<file path="config.mk">
export PLATFORM = sky130hd
export DESIGN_NAME = sdram_init_seq
export DESIGN_NICKNAME = d
export VERILOG_FILES = /design/src/rtl/sdram_init_pkg.sv /design/src/rtl/sdram_init_timer.sv /design/src/rtl/sdram_init_rom.sv /design/src/rtl/sdram_init_seq.sv
export SDC_FILE = /design/constraint.sdc
export NUM_CORES = 1
export LEC_CHECK = 0
export BUFFER_PORTS_ARGS = -buffer_cell sky130_fd_sc_hd__buf_2
export CAP_MARGIN = 10
export CORE_MARGIN = 1
export CORE_UTILIZATION = 42
export DETAILED_ROUTE_END_ITERATION = 16
export GPL_ROUTABILITY_DRIVEN = 0
export SYNTH_ARGS = -nofsm -noshare
export SYNTH_HDL_FRONTEND = slang
export SYNTH_SLANG_ARGS = --single-unit
export TNS_END_PERCENT = 50
</file>
<file path="constraint.sdc">
create_clock -name clk -period 3.3 [get_ports clk]
set_input_delay 0.33 -clock clk [delete_from_list [all_inputs] [get_ports clk]]
set_output_delay 0.33 -clock clk [all_outputs]
set_load 0.1 [all_outputs]
</file>
<file path="src/rtl/sdram_init_pkg.sv">
package sdram_init_pkg;

  localparam int FAM_SDR   = 0;
  localparam int FAM_DDR   = 1;
  localparam int FAM_LPDDR = 2;
  localparam int FAM_DDR2  = 3;
  localparam int FAM_DDR3  = 4;

  typedef enum logic [2:0] {K_CTRL, K_PRE, K_MRS, K_REF, K_ZQ} kind_e;
  typedef enum logic [2:0] {W_NONE, W_PWR, W_RST, W_CKE, W_MRD, W_RFC, W_ZQ} wsel_e;
  typedef enum logic [1:0] {S_IDLE, S_RUN, S_DONE} state_e;

  typedef struct packed {
    kind_e       kind;
    logic [15:0] addr;
    logic [2:0]  bank;
    logic        cke;
    logic        odt;
    logic        rst_n;
    wsel_e       wsel;
    logic        last;
  } step_t;

  // {cs, ras, cas, we}
  function automatic logic [3:0] kind_flags(kind_e k);
    case (k)
      K_PRE:   return 4'b1101;
      K_MRS:   return 4'b1111;
      K_REF:   return 4'b1110;
      K_ZQ:    return 4'b1001;
      default: return 4'b0000;
    endcase
  endfunction

  function automatic step_t mk(kind_e k, logic [15:0] a, logic [2:0] b, wsel_e w, logic lst);
    step_t s;
    s.kind  = k;
    s.addr  = a;
    s.bank  = b;
    s.cke   = 1'b1;
    s.odt   = 1'b1;
    s.rst_n = 1'b1;
    s.wsel  = w;
    s.last  = lst;
    return s;
  endfunction

  function automatic logic [15:0] legacy_mode(int fam, logic [3:0] cl, logic dll);
    logic [15:0] m;
    m = {8'd0, cl, 4'd0};
    if (fam != FAM_SDR) m[1:0] = 2'd2;
    if (fam == FAM_DDR2) m[11:9] = 3'd2;
    m[8] = dll;
    return m;
  endfunction

  function automatic logic [3:0] ddr3_cl_code(logic [3:0] cl);
    if (cl <= 4'd11) return {3'(cl - 4'd4), 1'b0};
    return {3'(cl - 4'd12), 1'b1};
  endfunction

  function automatic logic [15:0] ddr3_mr0(logic [3:0] cl);
    logic [15:0] m;
    logic [3:0]  c;
    c = ddr3_cl_code(cl);
    m = 16'd0;
    m[2]    = c[0];
    m[6:4]  = c[3:1];
    m[8]    = 1'b1;
    m[11:9] = 3'b100;
    return m;
  endfunction

  function automatic logic [15:0] ddr3_mr1(logic [1:0] ods, logic [2:0] rtt);
    logic [15:0] m;
    m = 16'd0;
    m[1] = ods[0];
    m[5] = ods[1];
    m[2] = rtt[0];
    m[6] = rtt[1];
    m[9] = rtt[2];
    return m;
  endfunction

  function automatic logic [15:0] ddr3_mr2(logic [3:0] cwl);
    logic [15:0] m;
    m = 16'd0;
    m[5:3]  = 3'(cwl - 4'd5);
    m[10:9] = 2'd2;
    return m;
  endfunction

  function automatic logic cfg_ok(int fam, logic [3:0] cl, logic [3:0] cwl);
    if (fam != FAM_DDR3) return 1'b1;
    return (cl >= 4'd5) && (cl <= 4'd14) && (cwl >= 4'd5) && (cwl <= 4'd12);
  endfunction

  function automatic step_t legacy_step(int fam, logic [3:0] idx, logic [3:0] cl);
    step_t      s;
    logic [3:0] j;
    s = mk(K_CTRL, 16'd0, 3'd0, W_PWR, 1'b0);
    if (fam == FAM_DDR2) begin
      case (idx)
        4'd0:    s = mk(K_CTRL, 16'd0, 3'd0, W_PWR, 1'b0);
        4'd1:    s = mk(K_PRE, 16'h0400, 3'd0, W_NONE, 1'b0);
        4'd2:    s = mk(K_MRS, 16'd0, 3'd3, W_NONE, 1'b0);
        4'd3:    s = mk(K_MRS, 16'd0, 3'd2, W_NONE, 1'b0);
        4'd4:    s = mk(K_MRS, 16'd0, 3'd1, W_NONE, 1'b0);
        4'd5:    s = mk(K_MRS, legacy_mode(fam, cl, 1'b1), 3'd0, W_MRD, 1'b0);
        4'd6:    s = mk(K_PRE, 16'h0400, 3'd0, W_NONE, 1'b0);
        4'd7:    s = mk(K_REF, 16'd0, 3'd0, W_RFC, 1'b0);
        4'd8:    s = mk(K_REF, 16'd0, 3'd0, W_RFC, 1'b0);
        4'd9:    s = mk(K_MRS, legacy_mode(fam, cl, 1'b0), 3'd0, W_MRD, 1'b0);
        4'd10:   s = mk(K_MRS, 16'h0380, 3'd1, W_NONE, 1'b0);
        default: s = mk(K_MRS, 16'd0, 3'd1, W_NONE, 1'b1);
      endcase
    end else if (fam != FAM_SDR && idx == 4'd2) begin
      s = mk(K_MRS, 16'd0, (fam == FAM_LPDDR) ? 3'd2 : 3'd1, W_NONE, 1'b0);
    end else begin
      j = (fam != FAM_SDR && idx > 4'd2) ? idx - 4'd1 : idx;
      case (j)
        4'd0:    s = mk(K_CTRL, 16'd0, 3'd0, W_PWR, 1'b0);
        4'd1:    s = mk(K_PRE, 16'h0400, 3'd0, W_NONE, 1'b0);
        4'd2:    s = mk(K_MRS, legacy_mode(fam, cl, 1'b1), 3'd0, W_MRD, 1'b0);
        4'd3:    s = mk(K_PRE, 16'h0400, 3'd0, W_NONE, 1'b0);
        4'd4:    s = mk(K_REF, 16'd0, 3'd0, W_RFC, 1'b0);
        4'd5:    s = mk(K_REF, 16'd0, 3'd0, W_RFC, 1'b0);
        default: s = mk(K_MRS, legacy_mode(fam, cl, 1'b0), 3'd0, W_MRD, 1'b1);
      endcase
    end
    return s;
  endfunction

  function automatic step_t ddr3_step(logic [3:0] idx, logic [3:0] cl, logic [3:0] cwl);
    step_t s;
    case (idx)
      4'd0: begin
        s = mk(K_CTRL, 16'd0, 3'd0, W_RST, 1'b0);
        s.cke = 1'b0;
      end
      4'd1:    s = mk(K_CTRL, 16'd0, 3'd0, W_CKE, 1'b0);
      4'd2:    s = mk(K_MRS, ddr3_mr2(cwl), 3'd2, W_NONE, 1'b0);
      4'd3:    s = mk(K_MRS, 16'd0, 3'd3, W_NONE, 1'b0);
      4'd4:    s = mk(K_MRS, ddr3_mr1(2'd1, 3'd1), 3'd1, W_NONE, 1'b0);
      4'd5:    s = mk(K_MRS, ddr3_mr0(cl), 3'd0, W_MRD, 1'b0);
      default: s = mk(K_ZQ, 16'h0400, 3'd0, W_ZQ, 1'b1);
    endcase
    return s;
  endfunction

  function automatic step_t step_of(int fam, logic [3:0] idx, logic [3:0] cl, logic [3:0] cwl);
    if (fam == FAM_DDR3) return ddr3_step(idx, cl, cwl);
    return legacy_step(fam, idx, cl);
  endfunction

endpackage

</file>
<file path="src/rtl/sdram_init_timer.sv">
module sdram_init_timer #(
  parameter int W = 16
) (
  input  logic         clk,
  input  logic         rst_n,
  input  logic         load,
  input  logic [W-1:0] load_val,
  output logic         expired
);
  logic [W-1:0] cnt;

  always_ff @(posedge clk or negedge rst_n) begin
    if (!rst_n)            cnt <= '0;
    else if (load)         cnt <= load_val;
    else if (cnt != '0)    cnt <= cnt - 1'b1;
  end

  assign expired = (cnt == '0);
endmodule

</file>
<file path="src/rtl/sdram_init_rom.sv">
module sdram_init_rom
  import sdram_init_pkg::*;
#(
  parameter int FAMILY = FAM_DDR3,
  parameter int ADDR_W = 16,
  parameter int BA_W   = 3,
  parameter int T_PWR  = 20000,
  parameter int T_RST  = 50000,
  parameter int T_CKE  = 10000,
  parameter int T_MRD  = 200,
  parameter int T_RFC  = 4,
  parameter int T_ZQ   = 200,
  parameter int WAIT_W = 16
) (
  input  logic [3:0]        idx,
  input  logic [3:0]        cl,
  input  logic [3:0]        cwl,
  output kind_e             kind,
  output logic [ADDR_W-1:0] addr,
  output logic [BA_W-1:0]   bank,
  output logic [2:0]        levels,
  output logic              last,
  output logic [WAIT_W-1:0] wait_cycles
);
  step_t s;

  assign s      = step_of(FAMILY, idx, cl, cwl);
  assign kind   = s.kind;
  assign addr   = s.addr[ADDR_W-1:0];
  assign bank   = s.bank[BA_W-1:0];
  assign levels = {s.cke, s.odt, s.rst_n};
  assign last   = s.last;

  always_comb begin
    case (s.wsel)
      W_PWR:   wait_cycles = WAIT_W'(T_PWR);
      W_RST:   wait_cycles = WAIT_W'(T_RST);
      W_CKE:   wait_cycles = WAIT_W'(T_CKE);
      W_MRD:   wait_cycles = WAIT_W'(T_MRD);
      W_RFC:   wait_cycles = WAIT_W'(T_RFC);
      W_ZQ:    wait_cycles = WAIT_W'(T_ZQ);
      default: wait_cycles = '0;
    endcase
  end
endmodule

</file>
<file path="src/rtl/sdram_init_seq.sv">
module sdram_init_seq
  import sdram_init_pkg::*;
#(
  parameter int FAMILY = FAM_DDR3,
  parameter int ADDR_W = 16,
  parameter int BA_W   = 3,
  parameter int T_PWR  = 20000,
  parameter int T_RST  = 50000,
  parameter int T_CKE  = 10000,
  parameter int T_MRD  = 200,
  parameter int T_RFC  = 4,
  parameter int T_ZQ   = 200
) (
  input  logic              clk,
  input  logic              rst_n,
  input  logic              start,
  input  logic [3:0]        cas_lat,
  input  logic [3:0]        cas_wr_lat,
  output logic              cmd_cs,
  output logic              cmd_ras,
  output logic              cmd_cas,
  output logic              cmd_we,
  output logic [ADDR_W-1:0] addr,
  output logic [BA_W-1:0]   bank,
  output logic              cke,
  output logic              odt,
  output logic              mem_rst_n,
  output logic              busy,
  output logic              done,
  output logic              cfg_err
);
  localparam int TM_A   = (T_PWR > T_RST) ? T_PWR : T_RST;
  localparam int TM_B   = (T_CKE > T_MRD) ? T_CKE : T_MRD;
  localparam int TM_C   = (T_RFC > T_ZQ)  ? T_RFC : T_ZQ;
  localparam int TM_AB  = (TM_A > TM_B) ? TM_A : TM_B;
  localparam int T_MAX  = (TM_AB > TM_C) ? TM_AB : TM_C;
  localparam int WAIT_W = $clog2(T_MAX + 1);

  state_e            state;
  logic [3:0]        idx;
  logic              cur_last;
  logic [3:0]        rom_idx;
  kind_e             rom_kind;
  logic [ADDR_W-1:0] rom_addr;
  logic [BA_W-1:0]   rom_bank;
  logic [2:0]        rom_lv;
  logic              rom_last;
  logic [WAIT_W-1:0] rom_wait;
  logic              expired;

  // named internal events
  logic cfg_good;
  logic launch;
  logic advance;
  logic finish;
  logic step_issue;

  assign cfg_good   = cfg_ok(FAMILY, cas_lat, cas_wr_lat);
  assign launch     = (state == S_IDLE) && start && cfg_good;
  assign advance    = (state == S_RUN) && expired && !cur_last;
  assign finish     = (state == S_RUN) && expired && cur_last;
  assign step_issue = launch || advance;
  assign rom_idx    = (state == S_IDLE) ? 4'd0 : idx + 4'd1;
  assign busy       = (state == S_RUN);

  sdram_init_rom #(
    .FAMILY(FAMILY), .ADDR_W(ADDR_W), .BA_W(BA_W),
    .T_PWR(T_PWR), .T_RST(T_RST), .T_CKE(T_CKE),
    .T_MRD(T_MRD), .T_RFC(T_RFC), .T_ZQ(T_ZQ), .WAIT_W(WAIT_W)
  ) u_rom (
    .idx(rom_idx), .cl(cas_lat), .cwl(cas_wr_lat),
    .kind(rom_kind), .addr(rom_addr), .bank(rom_bank),
    .levels(rom_lv), .last(rom_last), .wait_cycles(rom_wait)
  );

  sdram_init_timer #(.W(WAIT_W)) u_timer (
    .clk(clk), .rst_n(rst_n), .load(step_issue),
    .load_val(rom_wait), .expired(expired)
  );

  always_ff @(posedge clk or negedge rst_n) begin
    if (!rst_n) begin
      state     <= S_IDLE;
      idx       <= 4'd0;
      cur_last  <= 1'b0;
      cmd_cs    <= 1'b0;
      cmd_ras   <= 1'b0;
      cmd_cas   <= 1'b0;
      cmd_we    <= 1'b0;
      addr      <= '0;
      bank      <= '0;
      cke       <= 1'b0;
      odt       <= 1'b0;
      mem_rst_n <= 1'b0;
      done      <= 1'b0;
      cfg_err   <= 1'b0;
    end else begin
      {cmd_cs, cmd_ras, cmd_cas, cmd_we} <= 4'b0000;
      if (state == S_IDLE && start) cfg_err <= !cfg_good;
      if (step_issue) begin
        idx      <= rom_idx;
        cur_last <= rom_last;
        if (rom_kind == K_CTRL) begin
          {cke, odt, mem_rst_n} <= rom_lv;
          addr <= '0;
          bank <= '0;
        end else begin
          {cmd_cs, cmd_ras, cmd_cas, cmd_we} <= kind_flags(rom_kind);
          addr <= rom_addr;
          bank <= rom_bank;
        end
      end
      case (state)
        S_IDLE:  if (launch) state <= S_RUN;
        S_RUN:   if (finish) begin
                   state <= S_DONE;
                   done  <= 1'b1;
                 end
        default: state <= S_DONE;
      endcase
    end
  end
endmodule

</file>
# After elaboration in Yosys (flattened, before gate mapping)
# Cells that the tools add are included.
totals:
  wordCells: 87
  regBits: 51
  in_bits: 11
  out_inout_bits: 29
classes:
  add_sub_neg: 5
  n_eq_ne: 18
  magnitude_cmp: 5
  n_mux: 23
  n_reduce_logical: 21
ops:
  columns: ["cell", "n"]
  rows:
  - ["case mux 29 bit (6 select lines)", 1]
  - ["case mux 16 bit (5 select lines)", 1]
  - ["two-way mux 16 bit", 3]
  - ["zero test 16 bit", 1]
  - ["case mux 4 bit (4 select lines)", 1]
  - ["nonzero test 16 bit", 1]
  - ["subtractor 16 x 1 -> 16 bit, second input constant", 1]
  - ["== test 3 x 2 -> 1 bit, second input constant", 4]
  - ["== test 3 bit, second input constant", 4]
  - ["<= comparator 4 bit, second input constant", 3]
  - ["two-way mux 4 bit", 3]
  - ["two-way mux 1 bit", 10]
  - ["subtractor 3 bit, second input constant", 3]
  - ["== test 4 x 2 -> 1 bit, second input constant", 2]
  - ["== test 4 x 3 -> 1 bit, second input constant", 2]
  - ["greater-or-equal comparator 4 x 3 -> 1 bit, second input constant", 2]
  - ["logical AND 1 bit", 8]
  - ["== test 3 x 1 -> 1 bit, second input constant", 2]
  - ["AND reduction 2 bit", 3]
  - ["adder 4 x 1 -> 4 bit, second input constant", 1]
  - ["== test 4 x 1 -> 1 bit, second input constant", 1]
  - ["zero test 4 bit", 1]
  - ["two-way mux 2 bit", 2]
  - ["case mux 2 bit (2 select lines)", 1]
  - ["other kinds (10)", 11]

# Logic depth before layout (Yosys ltp)
# Gate-level depths: netlist (run 1).
logic_depth:
  word_depth: 10
  ltp_mapped: 10
  depth_no_buf: 8

# Hierarchy
# A second synthesis (run 1) with hierarchy kept.
unflattened:
  hier_cells: 294
  hier_area_um2: 3169.3
modules_own_cells:
  columns: ["module", "instances", "seq_area_each_um2", "cells_each", "area_per_inst_um2"]
  rows:
  - ["sdram_init_seq", 1, 875.8, 124, 1717.9]
  - ["sdram_init_timer", 1, 400.4, 104, 1006.0]
  - ["sdram_init_rom", 1, 0.0, 66, 445.4]

# Worst setup path after synthesis (run 1)
# Ideal clock, no wire load.
synth_timing:
  kind: "register -> register"
  from: "register state[1]"
  to: "register addr[3]"
  path_buffers: 2
  setup_ns: 0.140
  t_arrival_ns: 2.870
  synth_period_minus_slack_ns: 3.011
  t_required_ns: 3.160
  path_stages_with_launch: 8
  slack_ns: 0.289
  cell_sequence: "dfrtp_1 nor2b_1 nor3b_2 nor2_1 buf_6 buf_6 nand2_1 o31ai_1"
synth_via:
  elab_cells_between_ends: 17
  cone_classes: "6 x eq/ne; 3 x mux; 8 x reduce/logical"
synth_lines:
  columns: ["element", "line", "source"]
  rows:
  - ["from (decl)", "sdram_init_seq.sv:39", "state_e state;"]
  - ["from (signal assigned)", "sdram_init_seq.sv:83", "state <= S_IDLE;"]
  - ["from (signal assigned)", "sdram_init_seq.sv:114", "S_IDLE: if (launch) state <= S_RUN;"]
  - ["from (signal assigned)", "sdram_init_seq.sv:116", "state <= S_DONE;"]
  - ["== test 2 x 1 -> 1 bit", null, null]
  - ["net busy", "sdram_init_seq.sv:28", "output logic busy,"]
  - ["logical AND 1 bit (2 in a row)", "sdram_init_seq.sv:60", "assign advance = (state == S_RUN) && expired && !cur_last;"]
  - ["logical OR 1 bit", "sdram_init_seq.sv:62", "assign step_issue = launch || advance;"]
  - ["to (signal assigned)", "sdram_init_seq.sv:109", "addr <= rom_addr;"]
  - ["to (decl)", "sdram_init_seq.sv:23", "output logic [ADDR_W-1:0] addr,"]
# The timed path passes the listed nets, and every way through them passes these cells.
# A chain may end at the register's enable or synchronous reset.

# Worst setup path in the final report (run 1)
layout_timing:
  from: "register u_timer.cnt[0]"
  to: "register u_timer.cnt[9]"
layout_via:
  elab_chain_len: 5
  elab_cells_between_ends: 9
  cone_classes: "1 x add/sub; 2 x mux; 6 x reduce/logical"
layout_rtl:
  columns: ["element", "line", "source"]
  rows:
  - ["from (decl)", "sdram_init_timer.sv:10", "logic [W-1:0] cnt;"]
  - ["from (signal assigned)", "sdram_init_timer.sv:14", "else if (load) cnt <= load_val;"]
  - ["from (signal assigned)", "sdram_init_timer.sv:15", "else if (cnt != '0) cnt <= cnt - 1'b1;"]
  - ["parallel branches: the longest is 5 deep, another holds subtractor 16 x 1 -> 16 bit", null, null]
# Several ways; the timed one is not identified. The select of a mux whose other input is x is not followed.

==> impl_metrics.env, run 1 <==
export IMPL_slew_viol_final=0
export IMPL_place_area_um2=2291
export IMPL_synth_top_area_share_pct=45.61
export IMPL_drive_gt1_share_pct=23.51
export IMPL_path_clk_slew_ps=80
export IMPL_diodes=0
export IMPL_drt_wl_total_um=4519
export IMPL_grt_max_degree=40
export IMPL_gr_total_overflow=0
export IMPL_share_seq_of_total_power_pct=54.7
export IMPL_multi_input_area_um2=1039
export IMPL_drt_iter0_drc=81
export IMPL_yosysSeqAreaShare_pct=45.61
export IMPL_cts_setup_buffers=0
export IMPL_fin_nets=266
export IMPL_critPathSlowestCell="nor3b_2"
export IMPL_grt_first_pass_wirelength_um=7748
export IMPL_max_slew_margin_pct=30.19
export IMPL_drt_wirelength_per_cell_um=14.21
export IMPL_clk_latency_ps=300
export IMPL_antenna_found_initial=0
export IMPL_synth_edf_count=0
export IMPL_fill_cells=489
export IMPL_clockPowerShare_pct=38.0
export IMPL_vias_per_cell=5.214
export IMPL_max_cap_viol_count=0
export IMPL_r2r_end="u_timer.cnt[9]"
export IMPL_io_pins=40
export IMPL_power_frac_comb_pct=7.3
export IMPL_synth_simple_area_share_pct=22.46
export IMPL_hold_buffers=0
export IMPL_cts_max_level=2
export IMPL_cpLargestDelayFamily="simple AND/OR/NAND/NOR gates"
export IMPL_vias=1658
export IMPL_post_route_min_period_ps=2692
export IMPL_p_leak_nw=1.080
export IMPL_post_synth_xor_area_fraction_pct=6.140
export IMPL_final_seq_area_um2=975.9
export IMPL_dieArea_um2=5384
export IMPL_synthTopCellsByCount="dfrtp_1, nand2_1, nor2_1, buf_4"
export IMPL_reg2reg_depth=8
export IMPL_syn_area_um2=2140
export IMPL_crit_type="flop to flop"
export IMPL_synthArstFlopShare_pct=100.0
export IMPL_cts_repair_resize_count=0
export IMPL_track_usage_pct=19.17
export IMPL_rsz0062_at_grt="no"
export IMPL_tns_ps=0
export IMPL_min_path_type="primary input to async pin"
export IMPL_areaGrowthSynthToFinish_pct=11.17
export IMPL_cp_max_fo=31
export IMPL_synthAdderAreaFrac_pct=2.339
export IMPL_endpoint_kind="flop"
export IMPL_swShare_pct=25.64
export IMPL_r2r_setup_slack_ps=610
export IMPL_reg2reg_from="u_timer.cnt[0]"
export IMPL_cpMostUsedCell="nor3b_2"
export IMPL_crit_arrival_ps=2880
export IMPL_synth_warnings=0
export IMPL_avgSynthCellArea_um2=9.681
export IMPL_yosysMostFrequentCell="dfrtp_1"
export IMPL_ys_flop_type="dfrtp_1"
export IMPL_syn_inst=221
export IMPL_ys_ff_latch=39
export IMPL_path_cells="inv_1 -> ha_1 -> nor3b_2 -> nand4_2 -> nor3b_2 -> nor2_2 -> a21oi_1 -> o21ba_2"
export IMPL_cts_tree="yes"
export IMPL_root_buffer="clkbuf_8"
export IMPL_hold_violations=0
export IMPL_postRouteAntennaNets=0
export IMPL_synth_top_family_by_area="simple AND/OR/NAND/NOR gates"
export IMPL_timing_fmax_mhz=371.4
export IMPL_setup_violations=0
export IMPL_synthMuxAreaShare_pct=0
export IMPL_rows=25
export IMPL_drt_pre_antenna_iters=4
export IMPL_start_util_pct=44.42
export IMPL_switchingPower_mw=0.2239
export IMPL_post_synth_num_cell_types=46
export IMPL_internal_power_mw=0.6495
export IMPL_hpwl_um=3175
export IMPL_cts_buffer_depth=2
export IMPL_grt_pass1_vias=1590
export IMPL_startpoint_type="flop"
export IMPL_cpPeakStageDelay_ps=430
export IMPL_ir_drop_uv=217.9
export IMPL_synth_compound_area_share_pct=16.08
export IMPL_core_area_um2=4817
export IMPL_die_y_um=73.38
export IMPL_clock_sinks=39
export IMPL_status="complete, no violations"
export IMPL_skew_ps=7.299
export IMPL_synth_top_area_cell="dfrtp_1"
export IMPL_synth_area_top_cells="dfrtp_1, buf_4, nand2_1, nor2_1, xnor2_1"
export IMPL_design_area_um2=2379
export IMPL_timing_final_crit_share_pct=81.58
export IMPL_cp_buffers_inverters=1
export IMPL_port_buffers=31
export IMPL_cts_inserted_buffers=5
export IMPL_cp_required_ps=3490
export IMPL_drc=0
export IMPL_worst_slew_pin_transition_ps=1046
export IMPL_die_x_um=73.38
export IMPL_powerDensity_nw_per_um2=367.2
[through the flow]
| stage | worst slack (ps) | cells | hold slack [ps] | util (%) | total power [mW] |
|---|---|---|---|---|---|
| after floorplan | 289.3 | 228 | 34.41 | - | 0.5401 |
| after global placement | 616.1 | 311 | 456.8 | 47.56 | 0.5515 |
| after detailed placement | 610.6 | 311 | 448.8 | 47.56 | 0.5518 |
| after CTS | 590.5 | 318 | 184.5 | 49.38 | 0.8854 |
| after global routing | 367.0 | 318 | 232.4 | 49.38 | 0.9041 |
| final | 607.8 | 318 | 153.5 | 49.38 | 0.8735 |
[final cells by class]
class | instances | area share (%)
Multi-Input combinational cell | 166 | 43.66
Clock inverter | 1 | 0.2104
Sequential cell | 39 | 41.03
Timing Repair Buffer | 33 | 7.154
Inverter | 6 | 0.9469
Tap cell | 67 | 3.524
Clock buffer | 6 | 3.472
[power by group through the flow]
stage | Sequential, mW | Clock, mW | Combinational (mW)
final | 0.477 | 0.332 | 0.0641
after global routing | 0.477 | 0.358 | 0.0689
after CTS | 0.477 | 0.343 | 0.0650
after detailed placement | 0.487 | 0 | 0.0649
after global placement | 0.487 | 0 | 0.0645
after floorplan | 0.487 | 0 | 0.0531
[worst max-delay path by stage]
stage	from	to	slack (ps)	cells past startpoint
global route	u_timer.cnt[0]	u_timer.cnt[9]	370	8
finish	u_timer.cnt[0]	u_timer.cnt[9]	610	8
floorplan	state[1]	addr[3]	290	7
detailed placement	u_timer.cnt[0]	u_timer.cnt[9]	610	8
CTS	u_timer.cnt[0]	u_timer.cnt[9]	590	8
global placement	u_timer.cnt[0]	u_timer.cnt[9]	620	8
[flip-flops by register name, indices dropped and copies added (netlist names)]
name,flops
cmd_cas,1
state,2
cur_last,1
u_timer.cnt,16
odt,1
cke,1
done,1
addr,8
bank,2
cmd_cs,1
idx,4
cfg_err,1
[layer usage]
metal	share of wire [%]	wire length [um]	up-vias	GRT usage, %
met5	0	0	-	0
met4	1.7	76	0	7.906
met3	4.0	183	6	4.115
met2	44	1987	38	29.53
met1	50	2271	787	26.22
li1	-	-	827	-
[layout by cell type (no fill, tap or decap), types with 2 or more instances in the layout]
cell type	instances
nand4_1	2
a21oi_1	11
a31o_2	2
o21ba_2	2
nand3b_1	2
o31ai_1	6
clkbuf_8	6
conb_1	8
nand2_1	23
a211oi_1	5
o21a_1	2
nand2b_1	3
nor4_1	3
ha_1	4
or4_4	2
a22oi_1	2
dfrtp_1	39
xnor2_1	8
buf_2	31
buf_4	2
xor2_1	7
nand3_1	4
nor2_1	22
o22ai_1	2
nor3_1	6
a2bb2oi_1	2
nor3b_2	2
or2_2	4
inv_1	6
o21ai_0	11
or3_1	5
[kinds of logic after synthesis]
group           after synthesis
fa+ha+maj                     4
simple gates                 87
buf+inv                      23
compound gates               52
xor+xnor                     15
flops                        39
other cells                   1
(Power assumes the default switching activity.)
==> inputs of run 2 (changes only) <==
--- a/config.mk
+++ b/config.mk
@@ -5,6 +5,7 @@
 export SDC_FILE = /design/constraint.sdc
 export NUM_CORES = 1
 export LEC_CHECK = 0
+export ABC_AREA = 1
 export BUFFER_PORTS_ARGS = -buffer_cell sky130_fd_sc_hd__buf_2
 export CAP_MARGIN = 10
 export CORE_MARGIN = 1
==> constraint.sdc (replaced) <==
create_clock -name clk -period 2.8 [get_ports clk]
set_input_delay 0.28 -clock clk [delete_from_list [all_inputs] [get_ports clk]]
set_output_delay 0.28 -clock clk [all_outputs]
set_load 0.1 [all_outputs]
==> run 2 against run 1 <==
Effect of this change: clock power grew 9.0%; sequential cell count is the same; combinational power grew 65%; power grew 19%; via count grew 15%; sequential power grew 19%.
==> impl_metrics.env, run 2 <==
export IMPL_status="complete, no violations"
export IMPL_powerDensity_nw_per_um2=415.1
export IMPL_ys_ff_latch=39
export IMPL_rows=26
export IMPL_top_register="u_timer.cnt"
export IMPL_yosysMostFrequentCell="nand2_1"
export IMPL_instances_no_fill=397
export IMPL_synth_edf_count=0
export IMPL_fin_nets=341
export IMPL_drive_gt1_share_pct=17.43
export IMPL_areaGrowthSynthToFinish_pct=9.610
export IMPL_dieArea_um2=5724
export IMPL_synthTopCellsByCount="nand2_1, dfrtp_1, nor2_1, inv_1, nand3_1"
export IMPL_yosysSeqAreaShare_pct=42.83
export IMPL_drc=0
export IMPL_synth_top_area_cell="dfrtp_1"
export IMPL_port_buffers=31
export IMPL_diodes=0
export IMPL_die_x_um=75.66
export IMPL_ir_drop_uv=235.4
export IMPL_critPathSlowestCell="dfrtp_1"
export IMPL_vias_per_cell=4.821
export IMPL_endpoint_kind="flop"
export IMPL_grt_first_pass_wirelength_um=7741
export IMPL_place_ws_ps=781.3
export IMPL_timing_final_crit_share_pct=71.66
export IMPL_max_cap_viol_count=0
export IMPL_max_slew_margin_pct=44.36
export IMPL_r2r_end="idx[3]"
export IMPL_start_util_pct=44.05
export IMPL_top_regs="u_timer.cnt x16, addr x8, idx x4"
export IMPL_drt_pre_antenna_iters=5
export IMPL_numPlacedInstances=389
export IMPL_avgSynthCellArea_um2=7.671
export IMPL_cts_buffer_depth=2
export IMPL_root_buffer="clkbuf_8"
export IMPL_synth_area_top_cells="dfrtp_1, nand2_1, nand3_1, nor2_1, inv_1"
export IMPL_antenna_found_initial=0
export IMPL_die_y_um=75.66
export IMPL_holdWs_ps=92.30
export IMPL_core_area_um2=5172
export IMPL_synth_top_area_share_pct=42.83
export IMPL_tns_ps=0
export IMPL_largest_reg_flops=16
export IMPL_hold_violations=0
export IMPL_cts_tree="yes"
export IMPL_synth_warnings=0
export IMPL_slew_viol_final=0
export IMPL_setup_violations=0
export IMPL_drt_iter0_drc=101
export IMPL_cts_max_level=2
export IMPL_path_cells="inv_1 -> ha_1 -> nand2_2 -> nor2_4 -> nand4_4 -> nand2_4 -> inv_2 -> nand2_1 -> o21ai_2"
export IMPL_startpoint_type="flop"
export IMPL_final_common_cell="nand2_1"
export IMPL_track_usage_pct=18.59
export IMPL_grt_max_degree=40
export IMPL_syn_area_um2=2278
export IMPL_p_total_mw=1.037
export IMPL_postRouteAntennaNets=0
export IMPL_cp_max_fo=24
export IMPL_place_area_um2=2416
export IMPL_grt_pass1_vias=1681
export IMPL_gr_total_overflow=0
export IMPL_reg2reg_from="u_timer.cnt[0]"
export IMPL_drt_wl_total_um=4635
export IMPL_p_leak_nw=1.501
export IMPL_reg2reg_depth=9
export IMPL_cp_required_ps=2970
export IMPL_vias=1914
export IMPL_drt_wirelength_per_cell_um=11.68
export IMPL_synthArstFlopShare_pct=100.0
export IMPL_clock_sinks=39
export IMPL_min_path_type="primary input to async pin"
export IMPL_cts_setup_buffers=0
export IMPL_hpwl_um=3507
export IMPL_syn_inst=297
export IMPL_crit_arrival_ps=2180
export IMPL_fin_util_pct=48.28
export IMPL_design_area_um2=2497
export IMPL_post_route_min_period_ps=2006
export IMPL_path_clk_slew_ps=70
export IMPL_worst_slew_pin_transition_ps=834.6
export IMPL_r2r_setup_slack_ps=790
export IMPL_timing_fmax_mhz=498.4
export IMPL_io_pins=40
export IMPL_clk_latency_ps=290
export IMPL_cts_inserted_buffers=5
export IMPL_post_synth_num_cell_types=31
export IMPL_fill_cells=528
export IMPL_setup_slack_ps=793.6
export IMPL_ys_flop_type="dfrtp_1"
export IMPL_rsz0062_at_grt="no"
export IMPL_skew_ps=5.419
export IMPL_cpPeakStageDelay_ps=380
export IMPL_cts_repair_resize_count=0
export IMPL_hold_buffers=0
export IMPL_crit_type="flop to flop"
export IMPL_final_cell_mix="nand2_1, dfrtp_1, nor2_1"
run 2: changes by cell type after synthesis, moves of 3 or more:
cell      before  now
inv_1          6   28
o21ai_0       11    7
nor2_1        23   33
o31ai_1        6    1
o21ai_2        0    6
nand2b_1       3    0
a211oi_1       5    0
nand2_1       23   86
xnor2_1        8    4
nand3_1        4   26
or3_1          5    0
nor2_2         0    4
nor4_1         3    0
xor2_1         7    4
run 2: layout make-up:
cell class	count	area (um2)	share of cell area, %
multi-input cells	218	1077	43.14
flip-flops and latches	39	975.9	39.08
repair buffers	32	162.7	6.513
inverters	30	112.6	4.509
well taps	70	87.58	3.507
clock buffers	7	76.32	3.056
clock inverters	1	5.005	0.2004
run 2: worst max-delay path by stage:
stage,startpoint,end,slack (ps),depth (start not counted)
6_report,u_timer.cnt[0],idx[3],790,9
5_1_grt,u_timer.cnt[0],idx[2],590,9
4_1_cts,u_timer.cnt[0],idx[3],780,9
3_5_place_dp,cas_wr_lat[0],idx[3],780,12
3_3_place_gp,cas_wr_lat[0],addr[3],850,12
2_1_floorplan,state[1],addr[10],590,7
run 2: worst max-delay path: cells and delay by family (launching register included):
| kind | cells | cell delay (ps) |
|---|---|---|
| adders and majority gates | 1 | 200 |
| buffers and inverters | 2 | 340 |
| AOI/OAI and AO/OA | 1 | 50 |
| DFF | 1 | 380 |
| and+or+nand+nor | 5 | 900 |
run 2: cells by family after synthesis:
kind of cell             share of synthesized area [%]
AND/OR/NAND/NOR                                  32.62
buffers and inverters                            11.04
flip-flops                                       42.83
AO/OA/AOI/OAI                                    8.073
XOR/XNOR                                         3.075
adder cells (fa/ha/maj)                          2.197
other                                           0.1646
run 2: power breakdown:
part / total (mW) / switching (mW) / internal [mW] / leakage, nW
Sequential: 0.568 / 0.00198 / 0.566 / 0.497
Combinational: 0.106 / 0.0940 / 0.0121 / 0.962
Clock: 0.362 / 0.188 / 0.175 / 0.0422
run 2: metal layers:
layer	vias to the layer above	track usage [%]	share of wire, %
li1	980	-	-
met2	58	28.17	44
met5	-	0	0
met4	0	6.173	1.1
met1	872	25.95	49
met3	4	4.894	5.4
